File: src/rtl/mpc_pkg.sv
package mpc_pkg;
  localparam int WORD_W = 12;
  localparam int PIX_W  = 24;
  localparam int FMT_W  = 3;

  localparam logic [FMT_W-1:0] FMT_RGB_LH = 3'd0;
  localparam logic [FMT_W-1:0] FMT_RGB_HL = 3'd1;
  localparam logic [FMT_W-1:0] FMT_RGB565 = 3'd2;
  localparam logic [FMT_W-1:0] FMT_RGB555 = 3'd3;
  localparam logic [FMT_W-1:0] FMT_YCC    = 3'd4;

  localparam logic [7:0] Y_BLANK = 8'd16;
  localparam logic [7:0] C_BLANK = 8'd128;

  // RGB unpacking of a word pair; w1 is the first word of the pixel
  function automatic logic [PIX_W-1:0] unpack_rgb(
      input logic [FMT_W-1:0] fmt,
      input logic [WORD_W-1:0] w1,
      input logic [WORD_W-1:0] w2);
    case (fmt)
      FMT_RGB_HL: return {w1, w2};
      FMT_RGB565: return {w2[7:3], 3'b000, w2[2:0], w1[7:5], 2'b00, w1[4:0], 3'b000};
      FMT_RGB555: return {w2[6:2], 3'b000, w2[1:0], w1[7:5], 3'b000, w1[4:0], 3'b000};
      default:    return {w2, w1};
    endcase
  endfunction

  function automatic logic [PIX_W-1:0] blank_pix(input logic [FMT_W-1:0] fmt);
    return (fmt == FMT_YCC) ? {Y_BLANK, C_BLANK, C_BLANK} : '0;
  endfunction
endpackage

File: src/rtl/mpc_sync_track.sv
module mpc_sync_track (
  input  logic clk,
  input  logic rst_n,
  input  logic hs_low,
  input  logic vs_low,
  input  logic hsync_in,
  input  logic vsync_in,
  output logic line_start,
  output logic vs_act
);
  logic hs_act;
  logic hs_q;

  assign hs_act     = hsync_in ^ hs_low;
  assign vs_act     = vsync_in ^ vs_low;
  assign line_start = hs_act & ~hs_q;

  always_ff @(posedge clk or negedge rst_n) begin
    if (!rst_n) hs_q <= 1'b0;
    else        hs_q <= hs_act;
  end
endmodule

File: src/rtl/mpc_word_pair.sv
module mpc_word_pair #(
  parameter int WORD_W = 12
) (
  input  logic              clk,
  input  logic              rst_n,
  input  logic              ddr_mode,
  input  logic              line_start,
  input  logic [WORD_W-1:0] word_in,
  output logic              pair_go,
  output logic [WORD_W-1:0] pair_first,
  output logic [WORD_W-1:0] pair_second
);
  logic [WORD_W-1:0] rise_q;
  logic [WORD_W-1:0] fall_q;
  logic              phase_q;
  logic              primed_q;

  // falling-edge half of the dual-edge capture
  always_ff @(negedge clk or negedge rst_n) begin
    if (!rst_n) fall_q <= '0;
    else        fall_q <= word_in;
  end

  always_ff @(posedge clk or negedge rst_n) begin
    if (!rst_n) begin
      rise_q      <= '0;
      phase_q     <= 1'b0;
      primed_q    <= 1'b0;
      pair_go     <= 1'b0;
      pair_first  <= '0;
      pair_second <= '0;
    end else if (line_start) begin
      phase_q  <= 1'b0;
      primed_q <= 1'b0;
      pair_go  <= 1'b0;
    end else if (ddr_mode) begin
      rise_q   <= word_in;
      primed_q <= 1'b1;
      pair_go  <= primed_q;
      if (primed_q) begin
        pair_first  <= rise_q;
        pair_second <= fall_q;
      end
    end else begin
      phase_q <= ~phase_q;
      if (!phase_q) begin
        rise_q  <= word_in;
        pair_go <= 1'b0;
      end else begin
        pair_first  <= rise_q;
        pair_second <= word_in;
        pair_go     <= 1'b1;
      end
    end
  end


  lead_flush_chk: assert property (@(posedge clk) disable iff (!rst_n)
    line_start |=> !pair_go);
endmodule

File: src/rtl/mpc_pixel_build.sv
module mpc_pixel_build
  import mpc_pkg::*;
#(
  parameter int SAV_W = 9
) (
  input  logic              clk,
  input  logic              rst_n,
  input  logic [FMT_W-1:0]  fmt_sel,
  input  logic [SAV_W-1:0]  sav_cnt,
  input  logic              line_start,
  input  logic              vs_act,
  input  logic              pair_go,
  input  logic [WORD_W-1:0] pair_first,
  input  logic [WORD_W-1:0] pair_second,
  output logic              pair_act,
  output logic              pix_vld,
  output logic [PIX_W-1:0]  pix_data,
  output logic              pix_act
);
  logic [SAV_W-1:0] idx_q;
  logic             cr_turn_q;
  logic [7:0]       cb_q;
  logic [7:0]       cr_q;
  logic             is_ycc;
  logic [PIX_W-1:0] ycc_pix;
  logic [PIX_W-1:0] data_nxt;

  assign is_ycc   = (fmt_sel == FMT_YCC);
  assign pair_act = pair_go & ~vs_act & (idx_q >= sav_cnt);

  always_comb begin
    if (cr_turn_q) ycc_pix = {pair_second[7:0], pair_first[7:0], cb_q};
    else           ycc_pix = {pair_second[7:0], cr_q, pair_first[7:0]};
    if (!pair_act)   data_nxt = blank_pix(fmt_sel);
    else if (is_ycc) data_nxt = ycc_pix;
    else             data_nxt = unpack_rgb(fmt_sel, pair_first, pair_second);
  end

  always_ff @(posedge clk or negedge rst_n) begin
    if (!rst_n) begin
      idx_q     <= '0;
      cr_turn_q <= 1'b0;
      cb_q      <= C_BLANK;
      cr_q      <= C_BLANK;
      pix_vld   <= 1'b0;
      pix_act   <= 1'b0;
      pix_data  <= '0;
    end else begin
      pix_vld <= pair_go;
      pix_act <= pair_act;
      if (pair_go) pix_data <= data_nxt;
      if (line_start) begin
        idx_q     <= '0;
        cr_turn_q <= 1'b0;
        cb_q      <= C_BLANK;
        cr_q      <= C_BLANK;
      end else if (pair_go) begin
        if (idx_q != {SAV_W{1'b1}}) idx_q <= idx_q + 1'b1;
        if (pair_act && is_ycc) begin
          cr_turn_q <= ~cr_turn_q;
          if (cr_turn_q) cr_q <= pair_first[7:0];
          else           cb_q <= pair_first[7:0];
        end
      end
    end
  end


  blank_rgb_chk: assert property (@(posedge clk) disable iff (!rst_n)
    (pix_vld && !pix_act && $past(fmt_sel) != FMT_YCC) |-> pix_data == '0);
endmodule

File: src/rtl/mux_pixel_capture.sv
module mux_pixel_capture
  import mpc_pkg::*;
#(
  parameter int SAV_W = 9
) (
  input  logic              clk,
  input  logic              rst_n,
  input  logic              ddr_mode,
  input  logic [FMT_W-1:0]  fmt_sel,
  input  logic              hs_low,
  input  logic              vs_low,
  input  logic [SAV_W-1:0]  sav_cnt,
  input  logic              hsync_in,
  input  logic              vsync_in,
  input  logic [WORD_W-1:0] word_in,
  output logic              pix_vld,
  output logic [PIX_W-1:0]  pix_data,
  output logic              pix_act
);
  logic              line_start_w;
  logic              vs_act_w;
  logic              pair_go_w;
  logic              pair_act_w;
  logic [WORD_W-1:0] pair_first_w;
  logic [WORD_W-1:0] pair_second_w;

  mpc_sync_track u_sync (
    .clk(clk), .rst_n(rst_n), .hs_low(hs_low), .vs_low(vs_low),
    .hsync_in(hsync_in), .vsync_in(vsync_in),
    .line_start(line_start_w), .vs_act(vs_act_w));

  mpc_word_pair #(.WORD_W(WORD_W)) u_pair (
    .clk(clk), .rst_n(rst_n), .ddr_mode(ddr_mode), .line_start(line_start_w),
    .word_in(word_in), .pair_go(pair_go_w),
    .pair_first(pair_first_w), .pair_second(pair_second_w));

  mpc_pixel_build #(.SAV_W(SAV_W)) u_build (
    .clk(clk), .rst_n(rst_n), .fmt_sel(fmt_sel), .sav_cnt(sav_cnt),
    .line_start(line_start_w), .vs_act(vs_act_w), .pair_go(pair_go_w),
    .pair_first(pair_first_w), .pair_second(pair_second_w),
    .pair_act(pair_act_w), .pix_vld(pix_vld), .pix_data(pix_data),
    .pix_act(pix_act));


  vs_gate_chk: assert property (@(posedge clk) disable iff (!rst_n)
    pix_act |-> !$past(vs_act_w));


  sdr_spacing_chk: assert property (@(posedge clk) disable iff (!rst_n)
    (pix_vld && !ddr_mode && !$past(ddr_mode) && !$past(ddr_mode, 2)) |=> !pix_vld);


  act_with_vld_chk: assert property (@(posedge clk) disable iff (!rst_n)
    (pix_act && !pair_act_w) |-> pix_vld);
endmodule

File: config.mk
export PLATFORM = sky130hd
export DESIGN_NAME = mux_pixel_capture
export DESIGN_NICKNAME = d
export VERILOG_FILES = /design/src/rtl/mpc_pkg.sv /design/src/rtl/mpc_sync_track.sv /design/src/rtl/mpc_word_pair.sv /design/src/rtl/mpc_pixel_build.sv /design/src/rtl/mux_pixel_capture.sv
export SDC_FILE = /design/constraint.sdc
export NUM_CORES = 1
export LEC_CHECK = 0
export BUFFER_PORTS_ARGS = -buffer_cell sky130_fd_sc_hd__buf_2
export CAP_MARGIN = 40
export CORE_AREA = 2 2 100 102
export CTS_CLUSTER_SIZE = 20
export DETAILED_ROUTE_END_ITERATION = 8
export DIE_AREA = 0 0 102 104
export GPL_ROUTABILITY_DRIVEN = 0
export GPL_TIMING_DRIVEN = 0
export MAX_ROUTING_LAYER = met4
export PLACE_DENSITY = 0.79
export SYNTH_ARGS = -nofsm -noshare
export SYNTH_HDL_FRONTEND = slang
export SYNTH_HIERARCHICAL = 1
export SYNTH_SLANG_ARGS = --single-unit
File: constraint.sdc
create_clock -name clk -period 2.95 [get_ports clk]
set_clock_uncertainty 0.05 [all_clocks]
set_input_delay 0.1475 -clock clk [delete_from_list [all_inputs] [get_ports clk]]
set_output_delay 0.1475 -clock clk [all_outputs]
set_load 0.02 [all_outputs]
==> reports/qor.csv, run 1 <==
metric,value,unit
drt_iter0_markers,664,
drv_slew,0,
cts_tree,done,
grt_max_degree,55,
seq_power_share,0.462,
post-place-ws,443,ps
maxCapViolations,0,
powerDensity,688,nW/um2
antenna_found_initial,0,
synth_area,5500,um2
cts_made_buffers,9,
ant_nets,0,
highest_layer,met4,
grt.total_usage,0.266,
worstPathArrival,1590,ps
finalPower,4380,uW
final_nets,625,
start_util,0.576,
fmax,0.399,GHz
drc_errors,0,
tightest_slew,681,ps
die_y,104,um
design.die.area,10600,um2
synth_cell_types,57,
post-route-period-util,0.850,
fp.dieW,102,um
htree_levels,3,
met2_wirelength,6.13,mm
grt_first_pass_wirelength,21.5,mm
slew_headroom,0.543,
synth_commonest_cells,"90 x dfrtp_1, 43 x nor2_1, 38 x a21oi_1",
period_minus_slack,2510,ps
ys_async_sr_fraction,1.00,
nFillCells,759,
syn_nets,544,
ys.flop_type,dfrtp_1,
drt-total-wl,13.3,mm
hold_viol_final,0,
leakage,0.00288,uW
dr_total_vias,4422,
rsz0062_at_grt,false,
grt_pass1_vias,4188,
first_pass_iters,8,
wl_per_cell,18.5,um
synth.top_cell.area_share,0.410,
place_area,5960,um2
status,"complete, no violations",
pwr-share-clk,0.248,
ys_seq_elements,104,
combPwrFrac,0.290,
setup_ws,443,ps
vdd_drop_max,375,uV
hpwl,9.39,mm
postCtsResizedCells,0,
worst-path-max-fanout,54,
syn_area_per_cell,10.9,um2
yosysWarnings,6,
hold_path_class,in2reg,
r2r_slack,440,ps
internal_power,2910,uW
wl_met3,1.00,mm
path_class,in2async,
setup_viol,0,
crit_path_start_kind,input port,
finalSetupTns,0,ps
grt_overflow,0,
netSwitchingPower,1470,uW
synth_seq_area_share,0.474,
worstSetupEndpointType,asynchronous set/reset pin,
cts.sinks,104,
synth_most_common_cell,dfrtp_1,
synthToLayoutAreaGrowth,15.8,%
netSwitchingFraction,0.336,
port_buffers,54,
io_pins,57,
postSynthCellCount,502,
synth_area_leaders,"dfrtp_1 41%, mux2_2 6.8%, dfrtn_1 5.5%",
clkTransAtPathRegs,100,ps
wl_met1,5.82,mm
vias_per_cell,6.13,
final_area,6360,um2
cts_root_buffer,clkbuf_8,
placementRows,36,
clock_path_buffers,2,
core,9550,um2
diodes,0,
synth_edf_count,0,
drive_gt1_frac,0.281,
required,2040,ps
synth_top_area_cell,dfrtp_1,
worstSkewPairLatency,370,ps
==> cells by family after synthesis <==
| group | after synthesis | share of synthesized area |
|---|---|---|
| simple gates | 107 | 0.0945 |
| flops | 104 | 0.474 |
| mux | 74 | 0.160 |
| compound gates | 130 | 0.172 |
| buf+inv | 68 | 0.0619 |
| xor+xnor | 8 | 0.0127 |
| fa+ha+maj | 11 | 0.0250 |
==> routing by layer <==
metal / vias to the layer above / GRT usage
met1: 2147 / 0.377
met5: - / -
met4: 0 / 0.105
li1: 1985 / -
met3: 43 / 0.0417
met2: 247 / 0.386
==> worst paths after layout <==
path | startpoint | end | cells past startpoint
max | rst_n | u_pair/fall_q[5] | 3
min | ddr_mode | u_pair/pair_second[1] | 3
max reg2reg | u_build/idx_q[8] | u_build/cr_q[1] | 8
min reg2reg | u_pair/pair_go | u_build/pix_vld | 0
max in group clk | u_build/idx_q[8] | u_build/cr_q[1] | 8
min in group asynchronous | rst_n | u_build/idx_q[3] | 2
==> power groups by stage <==
stage / combinational [uW] / sequential (uW) / clock [uW]
after global routing: 1360 / 2050 / 1160
final: 1270 / 2020 / 1080
after CTS: 1250 / 2010 / 1110
after detailed placement: 1220 / 2040 / 0
after floorplan: 934 / 1920 / 0
after global placement: 1170 / 2030 / 0
==> timing repair <==
| action | in CTS | in global routing |
|---|---|---|
| setup buffers | 0 | 0 |
| hold buffers | 15 | 0 |
| setup endpoints to repair | 0 | 0 |
| endpoints found under the hold margin | 59 | 0 |
==> sequential cells by signal (all words and copies together), names as in the netlist <==
| register | count |
|---|---|
| u_pair/pair_go | 1 |
| u_pair/fall_q | 12 |
| u_sync/hs_q | 1 |
| u_build/pix_vld | 1 |
| u_pair/phase_q | 1 |
| u_build/pix_act | 1 |
| u_pair/primed_q | 1 |
| u_pair/rise_q | 12 |
| u_build/cb_q | 8 |
| u_pair/pair_second | 12 |
| u_build/pix_data | 24 |
| u_build/cr_q | 8 |
| u_pair/pair_first | 12 |
| u_build/idx_q | 9 |
| u_build/cr_turn_q | 1 |
==> worst max-delay path: stages <==
cell           delay (ps)
dlygate4sd3_1         530
buf_4                 550
buf_16                330
==> per-stage QoR <==
step	util	instances	hold WS (ps)
3_5_place_dp	0.624	690	179
5_1_grt	0.666	721	140
3_3_place_gp	0.621	689	296
6_report	0.666	721	156
4_1_cts	0.666	721	135
2_1_floorplan	-	502	-198
==> placed cells by master (no fill, tap or decap), drive strengths merged, types with 6 or more instances in the layout <==
cell / synthesis / layout
buf: 20 / 75
nor2b: 13 / 13
o21ai: 11 / 11
a221oi: 8 / 8
dfrtp: 90 / 90
xor2: 7 / 7
mux2i: 22 / 22
a22o: 13 / 13
nand2: 28 / 28
ha: 11 / 11
clkbuf: 13 / 22
mux2: 52 / 52
nor2: 45 / 45
a21oi: 39 / 39
a221o: 9 / 9
inv: 35 / 38
dfrtn: 12 / 12
o22ai: 22 / 22
a222oi: 6 / 6
dlygate4sd3: 0 / 15
==> final cells by class <==
class	count	area (um2)	share of cell area
repair buffers	70	450	0.0708
plain buffers	33	209	0.0328
multi-input cells	330	2550	0.401
clock inverters	7	126	0.0199
clock buffers	9	124	0.0195
well taps	133	166	0.0262
inverters	35	131	0.0206
flip-flops and latches	104	2610	0.409
Note: power is estimated with default switching activity, not from simulation.
==> run 2: changes to the inputs <==
clock period = 2.5 ns   (was 2.95 ns; I/O delays follow)
==> run 2 against run 1 <==
Compared with the run above:
- worst hold slack lost 25 ps
- largest power group unchanged
- setup slack worse by 320 ps
- via count rose by 0.77%
- critical path type is now reg2reg
- global-route usage unchanged
- die area unchanged
- combinational power grew 19%
==> reports/qor.csv, run 2 (synthesized netlist as in run 1, its figures left out) <==
metric,value,unit
status,"complete, no violations",
ant_nets,0,
fp.dieW,102,um
vdd_drop_max,441,uV
dr_total_vias,4456,
seq_power_share,0.461,
start_util,0.576,
slowest_stage,dfrtp_1,
placementRows,36,
path_class,reg2reg,
fmax,0.420,GHz
drive_gt1_frac,0.288,
cts_root_buffer,clkbuf_8,
vias_per_cell,6.14,
powerDensity,807,nW/um2
grt_overflow,0,
diodes,0,
core,9550,um2
largest_register_ff_count,24,
netSwitchingFraction,0.336,
final_common_cell,dfrtp_1,
final_util,0.671,
pwr-share-clk,0.248,
antenna_found_initial,0,
slowest_delay,420,ps
crit_path_cell_trace,"inv_1, ha_1, nand2b_1, a41oi_1, nor3b_1, o211ai_1, buf_4, o22ai_1, a221o_2",
holdWs,131,ps
leakage,0.00291,uW
synthToLayoutAreaGrowth,16.5,%
hpwl,9.39,mm
grt_pass1_vias,4188,
hold_path_class,in2reg,
required,2710,ps
io_pins,57,
drt_iter0_markers,579,
cts_made_buffers,9,
tightest_slew,689,ps
drc_errors,0,
clock_path_buffers,2,
grt.total_usage,0.266,
post-route-period-util,0.953,
cts.sinks,104,
maxCapViolations,0,
drv_slew,0,
port_buffers,54,
finalSetupTns,0,ps
drt-total-wl,13.5,mm
clkTransAtPathRegs,100,ps
worstSkewPairLatency,380,ps
wl_per_cell,18.6,um
worstSetupEndpointType,flop,
htree_levels,3,
final_nets,630,
worstPathArrival,2590,ps
first_pass_iters,6,
nFillCells,755,
setup_viol,0,
final_cell_mix,"90 x dfrtp_1, 63 x buf_2, 43 x nor2_1, 38 x a21oi_1, 35 x inv_1",
cts_tree,done,
netSwitchingPower,1740,uW
period_minus_slack,2380,ps
worst-path-max-fanout,10,
grt_max_degree,55,
slew_headroom,0.538,
hold_viol_final,0,
grt_first_pass_wirelength,21.5,mm
largest_register,u_build/pix_data,
crit_path_start_kind,flop,
die_y,104,um
combPwrFrac,0.291,
internal_power,3430,uW
design.die.area,10600,um2
run 2: what timing repair did:
action                                  CTS  global route
endpoints found under the setup margin    0            27
setup buffers                             0             5
hold buffers                             15             0
resized for setup                         0             4
hold endpoints to repair                 59             0
run 2: per-layer routing:
| metal | part of all wire | GRT usage | routed length (um) |
|---|---|---|---|
| met5 | 0 | - | 0 |
| met3 | 0.078 | 0.0417 | 1050 |
| met4 | 0.033 | 0.105 | 447 |
| met2 | 0.45 | 0.386 | 6120 |
| met1 | 0.43 | 0.377 | 5850 |
run 2: critical path: cells and delay by family (launching register included):
| family | cells | cell delay (ps) |
|---|---|---|
| adder cells (fa/ha/maj) | 1 | 260 |
| AO/OA/AOI/OAI | 4 | 950 |
| flip-flops | 1 | 420 |
| buffers and inverters | 2 | 290 |
| AND/OR/NAND/NOR | 2 | 280 |
run 2: metrics by stage:
step	worst slack, ps	total power, uW	instances	area [um2]
floorplan	283	3370	502	5500
global placement	-906	3780	689	5930
detailed placement	31.6	3850	690	5960
CTS	9.44	5150	721	6360
global route	-9.04	5400	726	6400
finish	118	5170	726	6400
run 2: path summary, 6_finish.rpt:
path / from / slack [ps] / cells past startpoint / to
min in group asynchronous: rst_n / 270 / 2 / u_build/idx_q[3]
min: ddr_mode / 130 / 3 / u_pair/pair_second[1]
max in group asynchronous: rst_n / 240 / 3 / u_pair/fall_q[5]
max reg2reg: u_build/idx_q[0] / 120 / 9 / u_build/pix_data[13]
max: u_build/idx_q[0] / 120 / 9 / u_build/pix_data[13]
min reg2reg: u_pair/pair_go / 350 / 0 / u_build/pix_vld
run 2: layout make-up:
cell class | count | area, um2 | share of cell area
sequential | 104 | 2610 | 0.407
buffer | 33 | 213 | 0.0332
clock inverter | 7 | 126 | 0.0197
tap | 133 | 166 | 0.0260
multi-input combinational | 330 | 2550 | 0.398
clock buffer | 9 | 124 | 0.0193
inverter | 35 | 131 | 0.0205
timing repair buffer | 75 | 488 | 0.0762
run 2: power groups by stage:
stage                     registers, uW  logic [uW]  clock network (uW)
after floorplan                    2270        1100                   0
after global placement             2400        1380                   0
after detailed placement           2400        1440                   0
after CTS                          2370        1480                1310
after global routing               2420        1610                1370
final                              2380        1510                1280
